==> config.mk <==
export PLATFORM = sky130hd
export DESIGN_NAME = trap_irq_arbiter
export DESIGN_NICKNAME = d
export VERILOG_FILES = /design/src/rtl/arb_pkg.sv /design/src/rtl/arb_trap_pending.sv /design/src/rtl/arb_level_scan.sv /design/src/rtl/arb_fsm.sv /design/src/rtl/trap_irq_arbiter.sv
export SDC_FILE = /design/constraint.sdc
export NUM_CORES = 1
export LEC_CHECK = 0
export ABC_AREA = 1
export BUFFER_PORTS_ARGS = -buffer_cell sky130_fd_sc_hd__buf_2
export CORE_UTILIZATION = 30
export CTS_BUF_LIST = sky130_fd_sc_hd__clkbuf_2
export DETAILED_ROUTE_END_ITERATION = 16
export SLEW_MARGIN = 5
export SYNTH_ARGS = -nofsm -noshare
export SYNTH_HDL_FRONTEND = slang
export SYNTH_SLANG_ARGS = --single-unit
==> constraint.sdc <==
create_clock -name clk -period 3.25 [get_ports clk]
set_clock_uncertainty 0.2 [all_clocks]
set_input_delay 0.1625 -clock clk [delete_from_list [all_inputs] [get_ports clk]]
set_output_delay 0.1625 -clock clk [all_outputs]
set_load 0.05 [all_outputs]
==> src/rtl/arb_pkg.sv <==
package arb_pkg;

    typedef enum logic [1:0] {
        ST_RUN  = 2'd0,
        ST_WAIT = 2'd1,
        ST_TAKE = 2'd2
    } arb_state_e;

    typedef enum logic [1:0] {
        SRC_NONE = 2'd0,
        SRC_TRAP = 2'd1,
        SRC_PIRQ = 2'd2,
        SRC_BUS  = 2'd3
    } arb_src_e;

endpackage

==> src/rtl/arb_trap_pending.sv <==
module arb_trap_pending #(
    parameter int NUM_TRAPS = 8,
    localparam int TIDX_W = (NUM_TRAPS > 1) ? $clog2(NUM_TRAPS) : 1
) (
    input  logic                 clk,
    input  logic                 rst_n,
    input  logic [NUM_TRAPS-1:0] set_i,
    input  logic [NUM_TRAPS-1:0] clr_i,
    output logic [NUM_TRAPS-1:0] pend_o,
    output logic                 hit_o,
    output logic [TIDX_W-1:0]    idx_o
);

    logic [NUM_TRAPS-1:0] pend_q;

    // a fresh request for the bit being cleared keeps it armed
    always_ff @(posedge clk) begin
        if (!rst_n) begin
            pend_q <= '0;
        end else begin
            pend_q <= (pend_q & ~clr_i) | set_i;
        end
    end

    // highest index wins: later loop iterations overwrite earlier ones
    always_comb begin
        hit_o = 1'b0;
        idx_o = '0;
        for (int i = 0; i < NUM_TRAPS; i++) begin
            if (pend_q[i]) begin
                hit_o = 1'b1;
                idx_o = TIDX_W'(i);
            end
        end
    end

    assign pend_o = pend_q;

endmodule

==> src/rtl/arb_level_scan.sv <==
module arb_level_scan #(
    parameter int NUM_LEVELS  = 7,
    parameter int VEC_W       = 16,
    parameter int PIRQ_VECTOR = 'hA0,
    localparam int PRI_W = $clog2(NUM_LEVELS + 1),
    localparam int LIDX_W = (NUM_LEVELS > 1) ? $clog2(NUM_LEVELS) : 1
) (
    input  logic [PRI_W-1:0]            cur_pri_i,
    input  logic [NUM_LEVELS-1:0]       pirq_i,
    input  logic [NUM_LEVELS-1:0]       bus_req_i,
    input  logic [NUM_LEVELS*VEC_W-1:0] bus_vec_i,
    output logic                        hit_o,
    output logic                        is_pirq_o,
    output logic [VEC_W-1:0]            vec_o,
    output logic [NUM_LEVELS-1:0]       ack_o
);

    logic [NUM_LEVELS-1:0] eligible;
    logic [VEC_W-1:0]      vec_arr [NUM_LEVELS];
    logic [LIDX_W-1:0]     sel;

    // entry g serves level g+1; it is eligible only strictly above the priority
    for (genvar g = 0; g < NUM_LEVELS; g++) begin : g_lvl
        assign eligible[g] = (PRI_W'(g + 1) > cur_pri_i);
        assign vec_arr[g]  = bus_vec_i[g*VEC_W +: VEC_W];
    end

    // scan upward so the highest eligible requesting level remains selected
    always_comb begin
        hit_o = 1'b0;
        sel   = '0;
        for (int i = 0; i < NUM_LEVELS; i++) begin
            if (eligible[i] && (pirq_i[i] || bus_req_i[i])) begin
                hit_o = 1'b1;
                sel   = LIDX_W'(i);
            end
        end
    end

    always_comb begin
        is_pirq_o = hit_o && pirq_i[sel];
        ack_o     = '0;
        if (is_pirq_o) begin
            vec_o = VEC_W'(PIRQ_VECTOR);
        end else begin
            vec_o = vec_arr[sel];
            if (hit_o) begin
                ack_o[sel] = 1'b1;
            end
        end
    end

endmodule

==> src/rtl/arb_fsm.sv <==
module arb_fsm
    import arb_pkg::*;
#(
    parameter int NUM_LEVELS = 7,
    parameter int VEC_W      = 16
) (
    input  logic                  clk,
    input  logic                  rst_n,
    input  logic                  eval_i,
    input  logic                  wait_i,
    input  arb_src_e              dec_src_i,
    input  logic [VEC_W-1:0]      dec_vec_i,
    input  logic [NUM_LEVELS-1:0] dec_ack_i,
    output logic                  take_en_o,
    output logic                  take_o,
    output logic [VEC_W-1:0]      vector_o,
    output logic [NUM_LEVELS-1:0] ack_o,
    output logic                  waiting_o
);

    arb_state_e state_q, state_n;

    always_ff @(posedge clk) begin
        if (!rst_n) begin
            state_q <= ST_RUN;
        end else begin
            state_q <= state_n;
        end
    end

    always_comb begin
        state_n = state_q;
        unique case (state_q)
            ST_RUN: begin
                if (eval_i && (dec_src_i != SRC_NONE)) begin
                    state_n = ST_TAKE;
                end else if (wait_i) begin
                    state_n = ST_WAIT;
                end
            end
            ST_WAIT: begin
                if (dec_src_i == SRC_BUS) begin
                    state_n = ST_TAKE;
                end
            end
            ST_TAKE: begin
                state_n = ST_RUN;
            end
            default: begin
                state_n = ST_RUN;
            end
        endcase
    end

    assign take_en_o = (state_n == ST_TAKE);
    assign waiting_o = (state_q == ST_WAIT);

    // output registers: strobe and acknowledge for one cycle, vector held
    always_ff @(posedge clk) begin
        if (!rst_n) begin
            take_o   <= 1'b0;
            vector_o <= '0;
            ack_o    <= '0;
        end else begin
            take_o <= take_en_o;
            ack_o  <= take_en_o ? dec_ack_i : '0;
            if (take_en_o) begin
                vector_o <= dec_vec_i;
            end
        end
    end

endmodule

==> src/rtl/trap_irq_arbiter.sv <==
module trap_irq_arbiter
    import arb_pkg::*;
#(
    parameter int NUM_TRAPS     = 8,
    parameter int NUM_LEVELS    = 7,
    parameter int VEC_W         = 16,
    parameter int REG_W         = 16,
    parameter int PIRQ_VECTOR   = 'hA0,
    parameter int TRAP_VEC_BASE = 'h10,
    parameter int TRAP_VEC_STEP = 4,
    localparam int PRI_W    = $clog2(NUM_LEVELS + 1),
    localparam int TIDX_W   = (NUM_TRAPS > 1) ? $clog2(NUM_TRAPS) : 1,
    localparam int PIRQ_LSB = 9
) (
    input  logic                        clk,
    input  logic                        rst_n,
    input  logic                        eval_i,
    input  logic                        wait_i,
    input  logic [PRI_W-1:0]            cur_pri_i,
    input  logic [NUM_TRAPS-1:0]        trap_set_i,
    input  logic                        pirq_wr_i,
    input  logic [REG_W-1:0]            pirq_wdata_i,
    input  logic [NUM_LEVELS-1:0]       bus_req_i,
    input  logic [NUM_LEVELS*VEC_W-1:0] bus_vec_i,
    output logic                        take_o,
    output logic [VEC_W-1:0]            vector_o,
    output logic [NUM_LEVELS-1:0]       bus_ack_o,
    output logic [NUM_TRAPS-1:0]        trap_pend_o,
    output logic [REG_W-1:0]            pirq_o,
    output logic                        waiting_o
);

    logic [NUM_LEVELS-1:0] pirq_q;
    logic [NUM_TRAPS-1:0]  trap_clr;
    logic                  trap_hit;
    logic [TIDX_W-1:0]     trap_idx;
    logic                  lvl_hit;
    logic                  lvl_is_pirq;
    logic [VEC_W-1:0]      lvl_vec;
    logic [NUM_LEVELS-1:0] lvl_ack;
    arb_src_e              dec_src;
    logic [VEC_W-1:0]      dec_vec;
    logic [NUM_LEVELS-1:0] dec_ack;
    logic                  take_en;

    // programmed request register: one bit per level, cleared only by writes
    always_ff @(posedge clk) begin
        if (!rst_n) begin
            pirq_q <= '0;
        end else if (pirq_wr_i) begin
            pirq_q <= pirq_wdata_i[PIRQ_LSB +: NUM_LEVELS];
        end
    end

    assign pirq_o = REG_W'(pirq_q) << PIRQ_LSB;

    arb_trap_pending #(
        .NUM_TRAPS (NUM_TRAPS)
    ) u_traps (
        .clk    (clk),
        .rst_n  (rst_n),
        .set_i  (trap_set_i),
        .clr_i  (trap_clr),
        .pend_o (trap_pend_o),
        .hit_o  (trap_hit),
        .idx_o  (trap_idx)
    );

    arb_level_scan #(
        .NUM_LEVELS  (NUM_LEVELS),
        .VEC_W       (VEC_W),
        .PIRQ_VECTOR (PIRQ_VECTOR)
    ) u_scan (
        .cur_pri_i (cur_pri_i),
        .pirq_i    (pirq_q),
        .bus_req_i (bus_req_i),
        .bus_vec_i (bus_vec_i),
        .hit_o     (lvl_hit),
        .is_pirq_o (lvl_is_pirq),
        .vec_o     (lvl_vec),
        .ack_o     (lvl_ack)
    );

    // traps outrank every interrupt level
    always_comb begin
        dec_src = SRC_NONE;
        dec_vec = lvl_vec;
        dec_ack = '0;
        if (trap_hit) begin
            dec_src = SRC_TRAP;
            dec_vec = VEC_W'(TRAP_VEC_BASE + TRAP_VEC_STEP * int'(trap_idx));
        end else if (lvl_hit) begin
            dec_src = lvl_is_pirq ? SRC_PIRQ : SRC_BUS;
            dec_ack = lvl_ack;
        end
    end

    assign trap_clr = (take_en && (dec_src == SRC_TRAP))
                      ? (NUM_TRAPS'(1) << trap_idx) : '0;

    arb_fsm #(
        .NUM_LEVELS (NUM_LEVELS),
        .VEC_W      (VEC_W)
    ) u_fsm (
        .clk       (clk),
        .rst_n     (rst_n),
        .eval_i    (eval_i),
        .wait_i    (wait_i),
        .dec_src_i (dec_src),
        .dec_vec_i (dec_vec),
        .dec_ack_i (dec_ack),
        .take_en_o (take_en),
        .take_o    (take_o),
        .vector_o  (vector_o),
        .ack_o     (bus_ack_o),
        .waiting_o (waiting_o)
    );

endmodule

After elaboration in Yosys (flattened, before gate mapping):

Index checks and enable logic that the tools add are counted.

* output and inout port bits: 49
* bits of input ports: 151
* word-level logic and storage cells: 95
* flip-flop bits (word level): 41

* shift operators: 1
* multiplexer cells: 45
* bitwise operators: 7
* reductions and logical operators: 21
* magnitude comparators: 10
* add/subtract/negate cells: 1
* equal/unequal tests: 4

Operator list (number)
* 2-to-1 mux 16 bit: 4
* binary-select mux 16 bit (select 3 bit): 1
* 2-to-1 mux 3 bit: 7
* 2-to-1 mux 1 bit: 20
* 2-to-1 mux 2 bit: 9
* > comparator 3 bit (first input constant): 4
* logical AND 1 bit: 11
* AND 8 bit: 1
* 2-to-1 mux 8 bit: 1
* inverter 8 bit: 1
* bitwise OR 8 bit: 1
* left shift 1 x 3 -> 8 bit (first input constant): 1
* logical OR 1 bit: 7
* adder 5 x 5 -> 6 bit (first input constant): 1
* > comparator 2 x 3 -> 1 bit (first input constant): 2
* OR reduction 5 bit: 1
* equality test 2 x 1 -> 1 bit (second input constant): 2
* equality test 2 bit (second input constant): 2
* >= comparator 4 bit (second input constant): 1
* < comparator 3 x 4 -> 1 bit (second input constant): 1
* inverter 3 -> 4 bit: 1
* case mux 2 bit (2 select lines): 1
* binary-select mux 1 bit (select 3 bit): 1
* demux 1 bit (select 3 bit): 1
* 5 further kinds: 7

Longest topological paths before layout:

Gate-level depths: netlist (run 1).

* word-level depth: 24
* mapped depth: 18
* depth with buffers taken out: 17

By module:

From an unflattened synthesis (run 1), not the netlist that was laid out.

* cell total of the unflattened synthesis: 602
* area total of the unflattened synthesis: 3574.7 um2

Modules (own cells, without submodules)
* arb_level_scan: instances 1, sequential area each 0.0 um2, cells each 282, area an instance 1542.7 um2
* arb_fsm: instances 1, sequential area each 520.5 um2, cells each 144, area an instance 1068.5 um2
* trap_irq_arbiter: instances 1, sequential area each 140.1 um2, cells each 123, area an instance 629.4 um2
* arb_trap_pending: instances 1, sequential area each 160.2 um2, cells each 53, area an instance 334.1 um2

Worst setup path after synthesis (run 1):

Ideal clock, no wire load.

* path type: register to register
* start point: register pirq_q[2]
* end point: register u_fsm.vector_o[10]
* period minus slack after synthesis: 2.545 ns
* buffers on the path: 2
* stages on the path, launching flop included: 17
* arrival: 2.281 ns
* data required time: 2.986 ns
* setup time: 0.064 ns
* slack: 0.705 ns
* cells stage by stage: dfxtp_1 > nor2_1 > o21ai_1 > inv_1 > nor2_4 > nand4_1 > nand2_1 > nor2_2 > nand2_4 > nand2_2 > nand2_4 > nand2_4 > inv_4 > buf_12 > buf_8 > nor2_2 > nor2_1

* word-level cells in the longest chain between the ends: 18
* elaborated cells on any way between the ends: 31
* those cells by class: eq/ne: 2; mux: 23; bitwise: 1; reduce/logical: 5

RTL lines
* start, declared: RTL line trap_irq_arbiter.sv:33 `logic [NUM_LEVELS-1:0] pirq_q;`
* start signal, assigned: RTL line trap_irq_arbiter.sv:51 `pirq_q <= pirq_wdata_i[PIRQ_LSB +: NUM_LEVELS];`
* logical OR 1 bit: RTL line arb_level_scan.sv:33 `if (eligible[i] && (pirq_i[i] || bus_req_i[i])) begin`
* logical AND 1 bit: RTL line arb_level_scan.sv:33
* 2-to-1 mux 2 bit (2 in series): RTL line arb_level_scan.sv:33
* 2-to-1 mux 3 bit (3 in series): RTL line arb_level_scan.sv:33
* binary-select mux 1 bit (select 3 bit): RTL line arb_level_scan.sv:41 `is_pirq_o = hit_o && pirq_i[sel];`
* 2-to-1 mux 1 bit (not written as such): RTL line arb_level_scan.sv:41
* logical AND 1 bit: RTL line arb_level_scan.sv:41
* 2-to-1 mux 1 bit: RTL line trap_irq_arbiter.sv:93 `dec_src = lvl_is_pirq ? SRC_PIRQ : SRC_BUS;`
* 2-to-1 mux 2 bit: RTL line trap_irq_arbiter.sv:92 `end else if (lvl_hit) begin`
* 2-to-1 mux 2 bit: RTL line trap_irq_arbiter.sv:89 `if (trap_hit) begin`
* nonzero test 2 bit: RTL line arb_fsm.sv:35 `if (eval_i && (dec_src_i != SRC_NONE)) begin`
* logical AND 1 bit: RTL line arb_fsm.sv:35
* 2-to-1 mux 2 bit: RTL line arb_fsm.sv:35
* case mux 2 bit (2 select lines): RTL line arb_fsm.sv:33 `unique case (state_q)`
* equality test 2 bit: RTL line arb_fsm.sv:55 `assign take_en_o = (state_n == ST_TAKE);`
* end signal, assigned: RTL line arb_fsm.sv:68 `vector_o <= dec_vec_i;`
* end, declared: RTL line arb_fsm.sv:16 `output logic [VEC_W-1:0] vector_o,`

Parallel ways exist; a longest one is shown, timed or not. The select of a mux whose other input is x is not followed.
A chain may end at the register's enable or synchronous reset.

Worst setup path after layout (run 1):

* start point: register pirq_q[2]
* end point: register u_fsm.vector_o[4]

The elaborated chain is that of the path after synthesis.

==> results of run 1 <==
power by group through the flow:
stage	sequential, mW	clock (mW)	combinational [mW]
floorplan	0.697	0	0.324
global placement	0.578	0	0.630
detailed placement	0.580	0	0.636
CTS	0.570	0.341	0.684
global route	0.576	0.358	0.752
finish	0.571	0.323	0.684
per-layer routing:
metal  part of all wire, %  vias to the layer above  global-route usage (%)
met5                     0                        -                       0
met1                    41                     1727                    23.6
met2                    51                      157                    43.9
li1                      -                     1978                       -
met4                   1.1                        0                    4.79
met3                   7.3                        8                    4.72
cell type report:
cell class | count | area [um^2]
Timing Repair Buffer | 235 | 1430
Inverter | 40 | 159
Clock buffer | 5 | 25.0
Multi-Input combinational cell | 370 | 1840
Clock inverter | 3 | 43.8
Fill cell | 1026 | 4900
Tap cell | 129 | 161
Sequential cell | 41 | 821
metrics by stage:
stage	std cells	hold slack [ns]
2_1_floorplan	480	0.0799
3_3_place_gp	768	0.176
3_5_place_dp	768	0.181
4_1_cts	822	0.00144
5_1_grt	823	0.0145
6_report	823	0.0164
path summary, 6_finish.rpt:
check	to	cells past startpoint	slack, ns	start
worst max-delay path	u_fsm.vector_o[4]$_SDFFE_PN0N_	14	0.25	pirq_q[2]$_SDFFE_PN0P_
worst max register to register	u_fsm.vector_o[4]$_SDFFE_PN0N_	14	0.25	pirq_q[2]$_SDFFE_PN0P_
worst min register to register	u_fsm.vector_o[4]$_SDFFE_PN0N_	2	0.28	u_fsm.vector_o[4]$_SDFFE_PN0N_
worst min-delay path	u_fsm.vector_o[15]$_SDFFE_PN0N_	7	0.02	bus_vec_i[63]
critical path, cell delays in order (launching register included):
cell and delay [ns]:
dfxtp_1 0.39, nor2_1 0.17, o211ai_1 0.12, nand2_1 0.11, a21boi_2 0.07, dlygate4sd3_1 0.55
nand2_1 0.08, nor2_1 0.05, nor2_1 0.21, nand3_1 0.36, buf_4 0.31, nand3_1 0.08
nand2_1 0.05, nand3_1 0.08, a21oi_1 0.06
layout by cell type (no fill, tap or decap), types with 2 or more instances in the layout:
cell type	synthesis	final
buf_2	5	181
nand2_1	110	106
nor2_1	64	64
dlygate4sd3_1	0	47
dfxtp_1	41	41
inv_1	39	38
nand3_1	37	37
a21oi_1	35	35
o21ai_0	31	31
nor2_2	13	13
o211ai_1	9	9
nand4_1	9	9
nor3_1	9	9
conb_1	1	9
or2_2	8	8
o22ai_1	8	8
buf_4	10	7
nand2_2	3	6
clkbuf_2	0	5
nand2_4	3	4
nand3_2	2	2
o21ai_2	2	2
o21ai_1	2	2
nor2_4	2	2
inv_6	0	2
nand3b_1	2	2
flip-flops by register name, indices dropped and copies added, names as in the netlist:
register and cells:
u_traps.pend_o 8, u_fsm.state_q 2, u_fsm.ack_o 7, u_fsm.take_o 1, u_fsm.vector_o 16, pirq_q 7
logic make-up after synthesis:
| logic type | Yosys count | share of synthesized area (%) |
|---|---|---|
| AO/OA/AOI/OAI | 94 | 18.3 |
| buffers and inverters | 69 | 11.3 |
| flip-flops | 41 | 27.9 |
| other | 1 | 0.128 |
| AND/OR/NAND/NOR | 267 | 42.3 |
what timing repair did:
item / in CTS / in global routing
endpoints found under the hold margin: 33 / 1
hold buffers: 46 / 1
setup endpoints to repair: 0 / 8
resized for setup: 0 / 8
==> impl_metrics.tcl, run 1 <==
set metrics [dict create \
    drv_cap 0 \
    antenna_found_initial 0 \
    hold_viol 0 \
    place_area_mm2 0.00391 \
    initial_utilization_pct 31.4 \
    power.switching_mw 0.666 \
    critPathArrivalTime_ns 3.11 \
    htreeDepth 2 \
    hp-class "input pin to register" \
    path_clk_slew_ns 0.26 \
    ir_drop_v 0.000196 \
    drcViolationCount 0 \
    synth-seq-cells 41 \
    combPwrFrac_pct 43.4 \
    internal-power_mw 0.912 \
    power.density_mw_per_mm2 353 \
    ioPinCount 200 \
    worstPathMaxFanout 10 \
    root_buffer "clkbuf_2" \
    grt-ovfl-total 0 \
    drive_gt1_share_pct 34.7 \
    dieArea_mm2 0.0102 \
    vias_per_cell 4.70 \
    n_antenna_cell 0 \
    port_buffers 181 \
    clock-sinks 41 \
    async_flop_share_pct 0 \
    final_util_pct 47.8 \
    tns_ns 0 \
    synth_edf_count 0 \
    fmax_ghz 0.333 \
    wl_per_cell_um 13.8 \
    p_leak_nw 2.33 \
    drtIter0Drc 140 \
    start_kind "register" \
    syn_area_per_cell_um2 6.23 \
    vias 3870 \
    ys_seq_area_share_pct 27.9 \
    cts_made_buffers 5 \
    crit_type "register to register" \
    maxSlewViolCount 0 \
    grt_first_pass_wirelength_um 17500 \
    fin_nets 844 \
    fin_crit_ns 3.00 \
    insertion_delay_ns 0.42 \
    synthTopCellsByCount "110 x nand2_1, 64 x nor2_1, 41 x dfxtp_1, 39 x inv_1, 37 x nand3_1" \
    core_mm2 0.00937 \
    ys_top_cells_by_area "dfxtp_1 28%, nand2_1 14%, nor2_1 8.2%" \
    p_total_mw 1.58 \
    syn2layout_area_growth_pct 52.3 \
    totalWireLength_um 11400 \
    yosysWarnings 0 \
    post_cts_buffers 0 \
    setup_viol 0 \
    routabilityCongestion 0.814 \
    clockBufferDepth 2 \
    ant_nets 0 \
    syn_area_mm2 0.00294 \
    grt_setup_unrepaired "no" \
    end_kind "register" \
    netSwitchingFraction_pct 42.2 \
    seqPwrFrac_pct 36.2 \
    dpl.hpwl_um 8650 \
    grt_util_all_layers_pct 22.1 \
    clkPwrFrac_pct 20.5 \
    grt_max_degree 30 \
    synth-main-ff-cell "dfxtp_1" \
    status "finished, final reports clean" \
    synth_cell_types 38 \
    fp.dieW_um 101 \
    yosys.area.top_type "dfxtp_1" \
    final_area_mm2 0.00448 \
    synth_top_cell_area_share_pct 27.9 \
    tritoncts "done" \
    crit_required_ns 3.36 \
    row_count 35 \
    fin_crit_sh_pct 92.3 \
    dpl_worst_slack_ns 0.474 \
    layout_setup_ws_ns 0.250 \
    postSynthCellCount 472 \
    die_h_um 101 \
    grt_pass1_vias 3832 \
    drtPass1Iterations 4 \
    post-synth-top-count-cell "nand2_1" \
]
Note: power is estimated with default switching activity, not from simulation.
==> run 2, diff against run 1 <==
- CORE_MARGIN: not set -> 10
==> impl_metrics.tcl, run 2 (synthesis gave the netlist of run 1 again) <==
set metrics [dict create \
    p_total_mw 1.50 \
    drv_cap 0 \
    critPathArrivalTime_ns 3.13 \
    row_count 36 \
    drtIter0Drc 128 \
    routabilityCongestion 0.872 \
    ioPinCount 200 \
    status "finished, final reports clean" \
    grt_max_degree 30 \
    port_buffers 181 \
    cpPeakStageDelay_ns 0.56 \
    layout_commonest_cell "buf_2" \
    crit_required_ns 3.42 \
    drtPass1Iterations 6 \
    path_clk_slew_ns 0.25 \
    clock-sinks 41 \
    fp.dieW_um 119 \
    antenna_found_initial 0 \
    p_leak_nw 2.29 \
    htreeDepth 2 \
    vias 3893 \
    n_antenna_cell 0 \
    root_buffer "clkbuf_2" \
    insertion_delay_ns 0.41 \
    wl_per_cell_um 15.5 \
    maxSlewViolCount 0 \
    layout_common_cells "181 x buf_2, 107 x nand2_1, 64 x nor2_1" \
    slew_headroom_pct 62.3 \
    dieArea_mm2 0.0142 \
    seqPwrFrac_pct 38.0 \
    power.density_mw_per_mm2 339 \
    cp_slowest_cell "dlygate4sd3_1" \
    die_h_um 119 \
    internal-power_mw 0.832 \
    regMostFlops "u_fsm.vector_o" \
    fin_crit_sh_pct 91.1 \
    worstPathMaxFanout 29 \
    fin_nets 840 \
    syn2layout_area_growth_pct 50.4 \
    path_cells "o21ai_0 -> nand2_1 -> nand2_1 -> nand2_2 -> nand3_1 -> nand2_1 -> nor2_2 -> nand2_4 -> nand2_2 -> nand2_4 -> nand2_4 -> inv_8 -> nand2_1 -> nand2_1 -> dlygate4sd3_1 -> nor2_1" \
    fillers 1063 \
    clockBufferDepth 2 \
    clkPwrFrac_pct 15.9 \
    start_kind "register" \
    fin_crit_ns 2.96 \
    drcViolationCount 0 \
    hold_viol 0 \
    totalWireLength_um 12800 \
    hp-class "input pin to register" \
    ant_nets 0 \
    vias_per_cell 4.73 \
    tns_ns 0 \
    tritoncts "done" \
    ir_drop_v 0.000199 \
    power.switching_mw 0.665 \
    cpMostUsedCell "nand2_1" \
    setup_viol 0 \
    grt_first_pass_wirelength_um 20200 \
    netSwitchingFraction_pct 44.4 \
    crit_type "register to register" \
    dpl.hpwl_um 10300 \
    end_kind "register" \
    combPwrFrac_pct 46.1 \
    fmax_ghz 0.338 \
    core_mm2 0.00964 \
    grt_util_all_layers_pct 17.1 \
    drive_gt1_share_pct 35.2 \
    grt_pass1_vias 4111 \
    initial_utilization_pct 30.5 \
    grt-ovfl-total 0 \
    tightestPinTransition_ns 0.564 \
    cts_made_buffers 5 \
    largest_reg_flops 16 \
]
run 2: repair_timing:
action                                  4_1_cts  5_1_grt
endpoints found under the setup margin        0        1
hold endpoints to repair                     32        0
setup buffers                                 0        4
gates resized for setup                       0       12
hold buffers                                 39        0
run 2: metal layers:
metal | routed length (um) | GRT usage, % | vias up | share of wire, %
met5 | 0 | 0 | - | 0
met1 | 5230 | 18.6 | 1745 | 41
li1 | - | - | 1971 | -
met2 | 6240 | 31.2 | 166 | 49
met3 | 1170 | 6.09 | 11 | 9.2
met4 | 112 | 3.21 | 0 | 0.88
run 2: worst paths after layout:
path                                        from                         endpoint  slack, ns  cells after the start
setup / recovery          pirq_q[3]$_SDFFE_PN0P_  u_fsm.vector_o[14]$_SDFFE_PN0N_       0.29                     16
hold / removal                     bus_vec_i[29]  u_fsm.vector_o[13]$_SDFFE_PN0N_       0.01                      7
setup reg to reg          pirq_q[3]$_SDFFE_PN0P_  u_fsm.vector_o[14]$_SDFFE_PN0N_       0.29                     16
hold reg to reg   u_fsm.vector_o[2]$_SDFFE_PN0N_   u_fsm.vector_o[2]$_SDFFE_PN0N_       0.28                      2
run 2: layout make-up:
class                      count  area, um^2  area share [%]
multi-input combinational    370        1850            41.8
timing repair buffer         231        1380            31.2
sequential                    41         821            18.6
tap                          133         166            3.76
inverter                      40         165            3.74
clock buffer                   5        25.0           0.566
clock inverter                 3        16.3           0.368
run 2: stage by stage:
stage	area [um^2]	setup slack, ns	hold WS (ns)	cells	utilization [%]
final	4420	0.291	0.0136	823	45.9
after global routing	4420	-0.00379	0.0377	823	45.9
after CTS	4350	0.0137	0.00182	819	45.1
after detailed placement	3910	0.476	0.192	772	40.6
after global placement	3910	0.564	0.176	772	40.6
after floorplan	2970	0.705	0.0799	480	-
run 2: worst max-delay path: cells and delay by family, from the launching register on:
family	cells	cell delay (ns)
flops	1	0.38
buf+inv	2	0.66
simple gates	13	1.40
compound gates	1	0.23
run 2: power groups by stage:
stage | clock network [mW] | registers [mW] | logic, mW
finish | 0.238 | 0.569 | 0.690
global route | 0.267 | 0.576 | 0.757
global placement | 0 | 0.576 | 0.631
detailed placement | 0 | 0.579 | 0.638
CTS | 0.249 | 0.569 | 0.680
floorplan | 0 | 0.697 | 0.324
